**config.mk**
```make
export PLATFORM = sky130hd
export DESIGN_NAME = twi_reg_slave
export DESIGN_NICKNAME = d
export VERILOG_FILES = /design/src/rtl/twi_pkg.sv /design/src/rtl/twi_sync_edge.sv /design/src/rtl/twi_low_timer.sv /design/src/rtl/twi_slave_core.sv /design/src/rtl/twi_reg_slave.sv
export SDC_FILE = /design/constraint.sdc
export NUM_CORES = 1
export LEC_CHECK = 0
export ABC_AREA = 1
export CORE_MARGIN = 5
export CORE_UTILIZATION = 50
export DETAILED_ROUTE_END_ITERATION = 10
export PLACE_DENSITY_LB_ADDON = 0.1
export SLEW_MARGIN = 20
export SYNTH_ARGS = -nofsm -noshare
export SYNTH_HDL_FRONTEND = slang
export SYNTH_SLANG_ARGS = --single-unit
```
**constraint.sdc**
```tcl
create_clock -name clk_i -period 2.2 [get_ports clk_i]
set_input_delay 0.22 -clock clk_i [delete_from_list [all_inputs] [get_ports clk_i]]
set_output_delay 0.22 -clock clk_i [all_outputs]
set_load 0.1 [all_outputs]
```
**src/rtl/twi_pkg.sv**
```systemverilog
package twi_pkg;
  typedef enum logic [2:0] {ST_IDLE, ST_RX, ST_ACK, ST_TX, ST_MACK} twi_st_e;
  typedef enum logic [1:0] {K_ADDR, K_PTR, K_DATA, K_GC} twi_kind_e;
  typedef enum logic [1:0] {A_RX, A_TX, A_IDLE} twi_after_e;

  localparam int unsigned NLINES    = 2;
  localparam logic [6:0]  ARA_ADDR  = 7'b0001100;
  localparam logic [7:0]  GC_BYTE   = 8'h00;
  localparam logic [7:0]  GC_LATCH  = 8'h04;
  localparam logic [7:0]  GC_RESET  = 8'h06;
  localparam logic [4:0]  HS_PREFIX = 5'b00001;
  localparam logic [1:0]  PTR_RO    = 2'b00;
  localparam logic [1:0]  PTR_CFG   = 2'b01;
endpackage

```
**src/rtl/twi_sync_edge.sv**
```systemverilog
module twi_sync_edge import twi_pkg::*; (
  input  logic clk_i,
  input  logic rst_ni,
  input  logic scl_i,
  input  logic sda_i,
  output logic scl_s_o,
  output logic sda_s_o,
  output logic start_o,
  output logic stop_o,
  output logic rise_o,
  output logic fall_o
);
  // bit 0 = SCL, bit 1 = SDA
  logic [NLINES-1:0] m1_q, m2_q, prv_q;

  always_ff @(posedge clk_i or negedge rst_ni) begin
    if (!rst_ni) begin
      m1_q  <= '1;
      m2_q  <= '1;
      prv_q <= '1;
    end else begin
      m1_q  <= {sda_i, scl_i};
      m2_q  <= m1_q;
      prv_q <= m2_q;
    end
  end

  assign scl_s_o = m2_q[0];
  assign sda_s_o = m2_q[1];
  assign start_o = m2_q[0] & prv_q[0] & prv_q[1] & ~m2_q[1];
  assign stop_o  = m2_q[0] & prv_q[0] & ~prv_q[1] & m2_q[1];
  assign rise_o  = m2_q[0] & ~prv_q[0];
  assign fall_o  = ~m2_q[0] & prv_q[0];
endmodule

```
**src/rtl/twi_low_timer.sv**
```systemverilog
module twi_low_timer #(
  parameter int unsigned LIMIT = 2_700_000
) (
  input  logic clk_i,
  input  logic rst_ni,
  input  logic run_i,
  output logic expired_o
);
  localparam int unsigned CW = $clog2(LIMIT + 1);

  logic [CW-1:0] cnt_q;

  always_ff @(posedge clk_i or negedge rst_ni) begin
    if (!rst_ni)                      cnt_q <= '0;
    else if (!run_i)                  cnt_q <= '0;
    else if (cnt_q != CW'(LIMIT))     cnt_q <= cnt_q + 1'b1;
  end

  assign expired_o = run_i && (cnt_q == CW'(LIMIT - 1));

  p_cnt_cap_r12: assert property (@(posedge clk_i) disable iff (!rst_ni)
    cnt_q <= CW'(LIMIT));
  p_idle_clear_r12: assert property (@(posedge clk_i) disable iff (!rst_ni)
    !run_i |=> cnt_q == '0);
endmodule

```
**src/rtl/twi_slave_core.sv**
```systemverilog
module twi_slave_core import twi_pkg::*; #(
  parameter logic [5:0] ADDR_BASE = 6'b100100
) (
  input  logic        clk_i,
  input  logic        rst_ni,
  input  logic        sda_s_i,
  input  logic        start_i,
  input  logic        stop_i,
  input  logic        rise_i,
  input  logic        fall_i,
  input  logic        tmo_i,
  input  logic        sel_pin_i,
  input  logic        alert_i,
  input  logic        alert_stat_i,
  input  logic [15:0] rd_word_i,
  output logic        busy_o,
  output logic        sda_oe_o,
  output logic [1:0]  rd_reg_o,
  output logic        wr_valid_o,
  output logic [1:0]  wr_reg_o,
  output logic        wr_hi_o,
  output logic [7:0]  wr_data_o,
  output logic        rd_done_o,
  output logic        gc_reset_o,
  output logic        alert_won_o,
  output logic        hs_mode_o
);
  twi_st_e    st_q;
  twi_kind_e  kind_q;
  twi_after_e after_q;
  logic [3:0] bit_cnt_q;
  logic [7:0] sh_q;
  logic [1:0] ptr_q;
  logic       byte_lo_q, is_ara_q, mack_q, sel_q, sel_ok_q, busy_q, hs_q;
  logic       wr_valid_q, wr_hi_q, rd_done_q, gc_q, won_q;
  logic [7:0] wr_data_q;
  logic [7:0] hi_byte, tx_byte;
  logic       own_hit;

  always_comb begin
    hi_byte = rd_word_i[15:8];
    if (ptr_q == PTR_CFG) hi_byte[7] = 1'b0;
    if (is_ara_q)       tx_byte = {ADDR_BASE, sel_q, alert_stat_i};
    else if (byte_lo_q) tx_byte = rd_word_i[7:0];
    else                tx_byte = hi_byte;
  end

  assign own_hit = (sh_q[7:1] == {ADDR_BASE, sel_q});

  always_ff @(posedge clk_i or negedge rst_ni) begin
    if (!rst_ni) begin
      st_q       <= ST_IDLE;
      kind_q     <= K_ADDR;
      after_q    <= A_IDLE;
      bit_cnt_q  <= '0;
      sh_q       <= '0;
      ptr_q      <= PTR_RO;
      byte_lo_q  <= 1'b0;
      is_ara_q   <= 1'b0;
      mack_q     <= 1'b0;
      sel_q      <= 1'b0;
      sel_ok_q   <= 1'b0;
      busy_q     <= 1'b0;
      hs_q       <= 1'b0;
      wr_valid_q <= 1'b0;
      wr_hi_q    <= 1'b0;
      wr_data_q  <= '0;
      rd_done_q  <= 1'b0;
      gc_q       <= 1'b0;
      won_q      <= 1'b0;
    end else begin
      wr_valid_q <= 1'b0;
      rd_done_q  <= 1'b0;
      gc_q       <= 1'b0;
      won_q      <= 1'b0;
      if (!sel_ok_q) begin
        sel_q    <= sel_pin_i;
        sel_ok_q <= 1'b1;
      end
      if (tmo_i) begin
        st_q   <= ST_IDLE;
        busy_q <= 1'b0;
        hs_q   <= 1'b0;
      end else if (start_i) begin
        st_q      <= ST_RX;
        kind_q    <= K_ADDR;
        bit_cnt_q <= '0;
        is_ara_q  <= 1'b0;
        busy_q    <= 1'b1;
        sel_q     <= sel_pin_i;
      end else if (stop_i) begin
        st_q   <= ST_IDLE;
        busy_q <= 1'b0;
        hs_q   <= 1'b0;
      end else begin
        unique case (st_q)
          ST_RX: begin
            if (rise_i && bit_cnt_q != 4'd8) begin
              sh_q      <= {sh_q[6:0], sda_s_i};
              bit_cnt_q <= bit_cnt_q + 1'b1;
            end else if (fall_i && bit_cnt_q == 4'd8) begin
              unique case (kind_q)
                K_ADDR: begin
                  if (own_hit) begin
                    st_q <= ST_ACK;
                    if (sh_q[0]) begin
                      after_q   <= A_TX;
                      is_ara_q  <= 1'b0;
                      byte_lo_q <= 1'b0;
                      rd_done_q <= 1'b1;
                    end else begin
                      after_q <= A_RX;
                      kind_q  <= K_PTR;
                    end
                  end else if (sh_q == GC_BYTE) begin
                    st_q    <= ST_ACK;
                    after_q <= A_RX;
                    kind_q  <= K_GC;
                  end else if (sh_q[7:3] == HS_PREFIX) begin
                    hs_q <= 1'b1;
                    st_q <= ST_IDLE;
                  end else if (sh_q == {ARA_ADDR, 1'b1} && alert_i) begin
                    st_q     <= ST_ACK;
                    after_q  <= A_TX;
                    is_ara_q <= 1'b1;
                  end else begin
                    st_q <= ST_IDLE;
                  end
                end
                K_PTR: begin
                  ptr_q     <= sh_q[1:0];
                  kind_q    <= K_DATA;
                  byte_lo_q <= 1'b0;
                  st_q      <= ST_ACK;
                  after_q   <= A_RX;
                end
                K_DATA: begin
                  st_q      <= ST_ACK;
                  after_q   <= A_RX;
                  byte_lo_q <= ~byte_lo_q;
                  if (ptr_q != PTR_RO) begin
                    wr_valid_q <= 1'b1;
                    wr_hi_q    <= ~byte_lo_q;
                    wr_data_q  <= sh_q;
                  end
                end
                default: begin
                  if (sh_q == GC_LATCH || sh_q == GC_RESET) begin
                    sel_q   <= sel_pin_i;
                    st_q    <= ST_ACK;
                    after_q <= A_IDLE;
                    if (sh_q == GC_RESET) begin
                      gc_q  <= 1'b1;
                      ptr_q <= PTR_RO;
                    end
                  end else begin
                    st_q <= ST_IDLE;
                  end
                end
              endcase
            end
          end
          ST_ACK: begin
            if (fall_i) begin
              bit_cnt_q <= '0;
              unique case (after_q)
                A_RX:    st_q <= ST_RX;
                A_TX: begin
                  st_q <= ST_TX;
                  sh_q <= tx_byte;
                end
                default: st_q <= ST_IDLE;
              endcase
            end
          end
          ST_TX: begin
            if (rise_i && is_ara_q && sh_q[7] && !sda_s_i) begin
              st_q <= ST_IDLE; // arbitration lost
            end else if (fall_i) begin
              if (bit_cnt_q == 4'd7) begin
                st_q      <= ST_MACK;
                byte_lo_q <= ~byte_lo_q;
                won_q     <= is_ara_q;
              end else begin
                sh_q      <= {sh_q[6:0], 1'b0};
                bit_cnt_q <= bit_cnt_q + 1'b1;
              end
            end
          end
          ST_MACK: begin
            if (rise_i) begin
              mack_q <= ~sda_s_i;
            end else if (fall_i) begin
              if (mack_q && !is_ara_q) begin
                st_q      <= ST_TX;
                sh_q      <= tx_byte;
                bit_cnt_q <= '0;
              end else begin
                st_q <= ST_IDLE;
              end
            end
          end
          default: ;
        endcase
      end
    end
  end

  assign busy_o      = busy_q;
  assign sda_oe_o    = (st_q == ST_ACK) || (st_q == ST_TX && !sh_q[7]);
  assign rd_reg_o    = ptr_q;
  assign wr_valid_o  = wr_valid_q;
  assign wr_reg_o    = ptr_q;
  assign wr_hi_o     = wr_hi_q;
  assign wr_data_o   = wr_data_q;
  assign rd_done_o   = rd_done_q;
  assign gc_reset_o  = gc_q;
  assign alert_won_o = won_q;
  assign hs_mode_o   = hs_q;

  p_stop_clears_hs_r9: assert property (@(posedge clk_i) disable iff (!rst_ni)
    stop_i && !tmo_i && !start_i |=> !hs_mode_o);
  p_timeout_release_r12: assert property (@(posedge clk_i) disable iff (!rst_ni)
    tmo_i |=> !sda_oe_o);
  p_no_ro_write_r3: assert property (@(posedge clk_i) disable iff (!rst_ni)
    wr_valid_o |-> wr_reg_o != PTR_RO);
  p_gc_ptr_r8: assert property (@(posedge clk_i) disable iff (!rst_ni)
    gc_reset_o |-> rd_reg_o == PTR_RO);
  p_rd_pulse_r4: assert property (@(posedge clk_i) disable iff (!rst_ni)
    rd_done_o |=> !rd_done_o);
  p_won_pulse_r10: assert property (@(posedge clk_i) disable iff (!rst_ni)
    alert_won_o |=> !alert_won_o && !sda_oe_o);
endmodule

```
**src/rtl/twi_reg_slave.sv**
```systemverilog
module twi_reg_slave import twi_pkg::*; #(
  parameter int unsigned TIMEOUT_CYC = 2_700_000,
  parameter logic [5:0]  ADDR_BASE   = 6'b100100
) (
  input  logic        clk_i,
  input  logic        rst_ni,
  input  logic        scl_i,
  input  logic        sda_i,
  input  logic        sel_pin_i,
  input  logic        alert_i,
  input  logic        alert_stat_i,
  input  logic [15:0] rd_word_i,
  output logic        sda_oe_o,
  output logic [1:0]  rd_reg_o,
  output logic        wr_valid_o,
  output logic [1:0]  wr_reg_o,
  output logic        wr_hi_o,
  output logic [7:0]  wr_data_o,
  output logic        rd_done_o,
  output logic        gc_reset_o,
  output logic        alert_won_o,
  output logic        hs_mode_o
);
  logic scl_s, sda_s, start, stop, rise, fall, busy, tmo;
  logic [NLINES-1:0] line_low, expired;

  twi_sync_edge u_sync (
    .clk_i   (clk_i),
    .rst_ni  (rst_ni),
    .scl_i   (scl_i),
    .sda_i   (sda_i),
    .scl_s_o (scl_s),
    .sda_s_o (sda_s),
    .start_o (start),
    .stop_o  (stop),
    .rise_o  (rise),
    .fall_o  (fall)
  );

  assign line_low = {~sda_s, ~scl_s};

  for (genvar g = 0; g < NLINES; g++) begin : g_tmr
    twi_low_timer #(.LIMIT(TIMEOUT_CYC)) u_tmr (
      .clk_i     (clk_i),
      .rst_ni    (rst_ni),
      .run_i     (busy & line_low[g]),
      .expired_o (expired[g])
    );
  end

  assign tmo = |expired;

  twi_slave_core #(.ADDR_BASE(ADDR_BASE)) u_core (
    .clk_i        (clk_i),
    .rst_ni       (rst_ni),
    .sda_s_i      (sda_s),
    .start_i      (start),
    .stop_i       (stop),
    .rise_i       (rise),
    .fall_i       (fall),
    .tmo_i        (tmo),
    .sel_pin_i    (sel_pin_i),
    .alert_i      (alert_i),
    .alert_stat_i (alert_stat_i),
    .rd_word_i    (rd_word_i),
    .busy_o       (busy),
    .sda_oe_o     (sda_oe_o),
    .rd_reg_o     (rd_reg_o),
    .wr_valid_o   (wr_valid_o),
    .wr_reg_o     (wr_reg_o),
    .wr_hi_o      (wr_hi_o),
    .wr_data_o    (wr_data_o),
    .rd_done_o    (rd_done_o),
    .gc_reset_o   (gc_reset_o),
    .alert_won_o  (alert_won_o),
    .hs_mode_o    (hs_mode_o)
  );

  p_no_drive_idle_r13: assert property (@(posedge clk_i) disable iff (!rst_ni)
    !busy && !$past(busy) |-> !sda_oe_o);
endmodule

```
Yosys cells after proc, flatten, opt, wreduce, memory -nomap -nowiden
Index checks and enable logic that the tools add are counted.
{"block": "classes", "n_addsub": 3, "n_eq_ne": 65, "n_mux": 141, "bitwise": 19, "n_reduce_logical": 51}
{"cell": "$mux W22", "n": 4}
{"cell": "$mux W8", "n": 11}
{"cell": "$mux W1", "n": 74}
{"cell": "$add A22 B1 Y22 const B", "n": 2}
{"cell": "$eq A22 B22 Y1 const B", "n": 2}
{"cell": "$ne A22 B22 Y1 const B", "n": 2}
{"cell": "$mux W3", "n": 14}
{"cell": "$mux W4", "n": 10}
{"cell": "$mux W2", "n": 18}
{"cell": "$pmux W8 S4", "n": 1}
{"cell": "$reduce_and A8 Y1", "n": 4}
{"cell": "$ne A3 B2 Y1 const B", "n": 10}
{"cell": "$reduce_bool A3 Y1", "n": 8}
{"cell": "$ne A2 B2 Y1 const B", "n": 9}
{"cell": "$ne A3 B3 Y1 const B", "n": 6}
{"cell": "$reduce_and A9 Y1", "n": 2}
{"cell": "$eq A8 B3 Y1 const B", "n": 2}
{"cell": "$ne A2 B1 Y1 const B", "n": 8}
{"cell": "$pmux W2 S2", "n": 4}
{"cell": "$pmux W4 S4", "n": 1}
{"cell": "$ne A5 B4 Y1 const B", "n": 3}
{"cell": "$reduce_bool A2 Y1", "n": 7}
{"cell": "$reduce_and A13 Y1", "n": 1}
{"cell": "$ne A6 B4 Y1 const B", "n": 2}
{"cell": "other kinds (35)", "n": 74}
{"block": "totals", "register_bits": 91, "out_inout_bits": 19, "wordCells": 303}

Longest topological paths before layout
{"block": "depth", "word_depth": 13, "depth_mapped": 14, "mapped_depth_nobuf": 14}

Cells and area by module
Synthesis repeated with hierarchy kept, for this count alone.
{"block": "unflattened", "hier_cells": 803, "hier_area_um2": 5740.5}
{"mod": "twi_low_timer", "n_inst": 2, "cells_per_inst": 199, "area_per_inst_um2": 1396.3, "seq_area_each_um2": 550.5}
{"mod": "twi_slave_core", "n_inst": 1, "cells_per_inst": 382, "area_per_inst_um2": 2726.4, "seq_area_each_um2": 1027.2}
{"mod": "twi_sync_edge", "n_inst": 1, "cells_per_inst": 17, "area_per_inst_um2": 198.9, "seq_area_each_um2": 157.7}
{"mod": "twi_reg_slave", "n_inst": 1, "cells_per_inst": 6, "area_per_inst_um2": 22.5, "seq_area_each_um2": 0.0}

Least setup slack after synthesis
No wires, ideal clock.
{"block": "synth_timing", "path_type": "register to output", "from": "reg u_core.st_q[1]", "to": "out sda_oe_o", "arrival_ns": 2.111, "slack_ns": -0.131, "path_stages_with_launch": 5, "path_buffers": 0, "path_cell_list": "dfrtp_1 inv_2 nor2_2 inv_1 a21oi_1"}
{"block": "synth_via", "elab_chain_len": 3, "elab_cells_between_ends": 4, "cone_classes": "eq/ne: 2; reduce/logical: 2"}
{"element": "from (decl)", "line_no": "twi_slave_core.sv:28", "text": "twi_st_e st_q;"}
{"element": "from (signal assigned)", "line_no": "twi_slave_core.sv:52", "text": "st_q <= ST_IDLE;"}
{"element": "from (signal assigned)", "line_no": "twi_slave_core.sv:81", "text": "st_q <= ST_IDLE;"}
{"element": "from (signal assigned)", "line_no": "twi_slave_core.sv:85", "text": "st_q <= ST_RX;"}
{"element": "$eq A3 B2 Y1", "line_no": "twi_slave_core.sv:210", "text": "assign sda_oe_o = (st_q == ST_ACK) || (st_q == ST_TX && !sh_q[7]);"}
{"element": "$logic_and A1 B1 Y1", "line_no": "twi_slave_core.sv:210"}
{"element": "$logic_or A1 B1 Y1 (*)", "line_no": "twi_slave_core.sv:210"}
{"element": "to (decl)", "line_no": "twi_reg_slave.sv:13", "text": "output logic sda_oe_o,"}
Mark *: on every way between the ends. The rest lies on a longest branch, timed or not.

Final worst setup path
{"block": "layout_timing", "from": "reg u_core.bit_cnt_q[0]", "to": "reg u_core.st_q[0]"}
{"block": "layout_via", "elab_chain_len": 4, "elab_cells_between_ends": 9, "cone_classes": "eq/ne: 6; reduce/logical: 3"}
{"element": "from (decl)", "line_no": "twi_slave_core.sv:31", "text": "logic [3:0] bit_cnt_q;"}
{"element": "from (signal assigned)", "line_no": "twi_slave_core.sv:100", "text": "bit_cnt_q <= bit_cnt_q + 1'b1;"}
{"element": "from (signal assigned)", "line_no": "twi_slave_core.sv:186", "text": "bit_cnt_q <= bit_cnt_q + 1'b1;"}
{"element": "$ne A4 B4 Y1 or $eq A4 B4 Y1 (tied branches)", "line_no": "twi_slave_core.sv:98, twi_slave_core.sv:101"}
{"element": "$logic_and A1 B1 Y1 (on tied branches)", "line_no": "twi_slave_core.sv:98, twi_slave_core.sv:101"}
{"element": "$ne A5 B5 Y1 (no source line) or $ne A5 B4 Y1 (tied branches)"}
{"element": "$reduce_and A8 Y1 (no source line) (*)"}
{"element": "to (signal assigned)", "line_no": "twi_slave_core.sv:92", "text": "st_q <= ST_IDLE;"}
{"element": "to (signal assigned)", "line_no": "twi_slave_core.sv:105", "text": "st_q <= ST_ACK;"}
{"element": "to (signal assigned)", "line_no": "twi_slave_core.sv:116", "text": "st_q <= ST_ACK;"}
Marked as above.
A chain may end at the register's enable or synchronous reset.

==> impl_metrics.csv <==
group,metric,value,unit
grt,antenna_found_initial,0,
synthesis,ys_ff_latch,91,
floorplan,rows,38,
sta,fin_crit_sh,90.7,%
synthesis,yosysSeqAreaShare,41.6,%
clock_network,clk_path_buf_depth,2,
clock_network,cts.sinks,91,
setup_path,cp_slowest_stage_delay,0.41,ns
clock_network,cts_tree,"done",
floorplan,dieWidth,115,um
routing,vias_per_cell,5.35,
finish,finish.utilization,58.2,%
finish,drive_above_1_share,13.2,%
floorplan,initial_core_util,50.9,%
placement,portBuffers,41,
grt,track_usage,21.9,%
finish,seqCellArea,0.00229,mm2
sta,setup_ws,0.205,ns
synthesis,synth_top_flop_cell,"dfrtp_1",
synthesis,ys_async_sr_fraction,100,%
grt,grt_max_degree,46,
clock_network,cts_setup_buffers,0,
routing,routedWlPerCell,14.4,um
synthesis,syn-instance-count,754,
synthesis,netlist.area_leader.share,38.2,%
finish,area.growth.synth_to_final,14.3,%
routing,drt_iter0_markers,382,
routing,wl,13600,um
placement,hpwl,10400,um
setup_path,critPathCaptureType,"register",
sta,relSlewSlack,58.2,%
min_path,worstHoldPathType,"in2reg",
finish,nets,839,
setup_path,path_class,"reg2reg",
setup_path,critPathLaunchType,"register",
power_and_ir_drop,vdd_ir_drop_max,0.514,mV
finish,multi_input_area,0.00275,mm2
synthesis,netlist_area,0.00550,mm2
setup_path,critPathMaxFanout,6,
synthesis,syn_area_per_cell,7.29,um2
setup_path,crit_buf_inv,2,
synthesis,ys_warn_count,0,
clock_network,insertion_delay,0.38,ns
routing,num_vias,5085,
setup_path,required,2.46,ns
setup_path,timing.critical_path.mode_cell,"nand2_1",
synthesis,yosysMostFrequentCell,"nand2_1",
clock_network,cts-root-buf,"clkbuf_8",
placement,pre_cts_slack,0.227,ns
grt,grt_pass1_wl,23100,um
power_and_ir_drop,pwr_density_cell,804,mW/mm2
synthesis,synth_cell_types,45,
routing,firstDrtPassIters,8,
synthesis,synth_fp_nets,788,
power_and_ir_drop,p_leak,2.89,nW
sta,fin_tns_setup,0,ns
power_and_ir_drop,p_total,5.05,mW
routing,drc,0,
setup_path,cp_top_family,"simple AND/OR/NAND/NOR gates",
clock_network,htree_levels,3,
finish,diodes,0,
synthesis,synth_edf_count,0,
routing,antenna_left,0,
job,maxCapViolCount,0,
sta,worstMarginPinSlew,0.627,ns
sta,max_freq,501,MHz
setup_path,critPathArrivalTime,2.25,ns
synthesis,yosysTopAreaCell,"dfrtp_1",
sta,hold_violations,0,
clock_network,clkTransAtPathRegs,0.10,ns
sta,setup_violations,0,
grt,grt_pass1_vias,4871,
sta,period_minus_slack,1.99,ns
status,status,"completed",
placement,finalWeightedCongestion,0.942,
floorplan,fp.coreArea,0.0108,mm2
sta,rsz0062_at_grt,"no",
sta,finalClockSkew,0.00947,ns
finish,fillers,970,
synthesis,synthTopCellsByArea,"dfrtp_1 (38%), nand2_1 (12%), nor2_1 (7.2%), inv_1 (6.3%), o21ai_0 (4.3%)",
clock_network,numCtsBuffers,9,
setup_path,path_cells,"inv_1, ha_1, nand2_1, nor2_1, nand2_1, nand2_1, nand2_1, nand3_1, nand2_1, nand2_1, nand2_2, clkinv_1, nand2_1, o21ai_0",
floorplan,dieArea,0.0132,mm2
grt,grt-ovfl-total,0,
setup_path,slowest_stage,"dfrtp_1",
floorplan,die_h,115,um
sta,slew_violations,0,
synthesis,netlist_top_cells_count,"nand2_1 (181), nor2_1 (105), inv_1 (93)",
floorplan,ios,42,
[per-stage QoR]
| step | instances | hold WS, ns | area, um2 |
|---|---|---|---|
| detailed placement | 933 | 0.284 | 6050 |
| CTS | 950 | 0.230 | 6280 |
| global placement | 933 | 0.266 | 6050 |
| global route | 950 | 0.223 | 6280 |
| floorplan | 754 | -0.0756 | 5500 |
| finish | 950 | 0.235 | 6280 |
[worst paths after layout]
| check | start | endpoint | slack [ns] | cells past startpoint |
|---|---|---|---|---|
| setup / recovery | u_core.bit_cnt_q[0] | u_core.st_q[0] | 0.21 | 14 |
| hold / removal | sda_i | u_sync.m1_q[1] | 0.24 | 1 |
| setup reg to reg | u_core.bit_cnt_q[0] | u_core.st_q[0] | 0.21 | 14 |
| hold reg to reg | u_sync.m1_q[0] | u_sync.m2_q[0] | 0.37 | 0 |
| max in group asynchronous | rst_ni | u_sync.m2_q[0] | 1.14 | 3 |
| min in group asynchronous | rst_ni | u_core.wr_data_o[1] | 0.39 | 2 |
[cells by family (layout without fill, tap and decap cells)]
kind of cell,Yosys count,count (layout),synth area share [%]
multiplexers,2,2,0.410
XOR/XNOR,8,8,1.27
other,1,1,0.0682
flip-flops,91,91,41.6
AND/OR/NAND/NOR,419,419,34.5
adder cells (fa/ha/maj),11,11,2.50
AO/OA/AOI/OAI,108,108,11.1
buffers and inverters,114,170,8.53
[repair_timing]
item	in CTS	in global routing
endpoints found under the setup margin	0	3
hold buffers	1	0
hold endpoints to repair	40	0
resized for setup	0	1
[cell type report]
class,instances,share of cell area (%)
clock inverters,6,1.41
repair buffers,50,7.25
multi-input cells,549,43.7
clock buffers,10,2.19
well taps,140,2.79
flip-flops and latches,91,36.4
inverters,104,6.25
[layout by cell type (no fill, tap or decap), drive strengths merged, types with 5 or more instances in the layout]
cell type / instances
o21ai: 57
nand2: 192
inv: 103
dfrtp: 84
clkbuf: 10
nor3: 37
clkdlybuf4s50: 21
ha: 11
nor4: 5
xor2: 5
nand3: 49
nor2: 115
a21oi: 38
dfstp: 7
o211ai: 5
buf: 28
nand4: 14
[metal layers]
| layer | track usage [%] | part of all wire [%] | vias to the layer above |
|---|---|---|---|
| li1 | - | - | 2527 |
| met1 | 28.3 | 44 | 2360 |
| met2 | 36.3 | 48 | 158 |
| met3 | 3.37 | 5.2 | 40 |
| met4 | 9.78 | 3.0 | 0 |
| met5 | 0 | 0 | - |
[power breakdown]
part	internal [mW]	switching [mW]	leakage [nW]
clock	0.671	0.646	0.108
combinational	0.573	1.08	1.56
sequential	1.84	0.238	1.22
total	3.08	1.97	2.89
[state kept, by name (all words and copies together) (netlist names), 2 cells and up]
signal and cells:
u_core.after_q 2, u_core.st_q 3, g_tmr.u_tmr.cnt_q 44, u_sync.m2_q 2
u_core.rd_reg_o 2, u_sync.m1_q 2, u_core.kind_q 2, u_core.bit_cnt_q 4
u_sync.prv_q 2, u_core.sh_q 8, u_core.wr_data_o 8
Power figures use the tool's default switching activity.
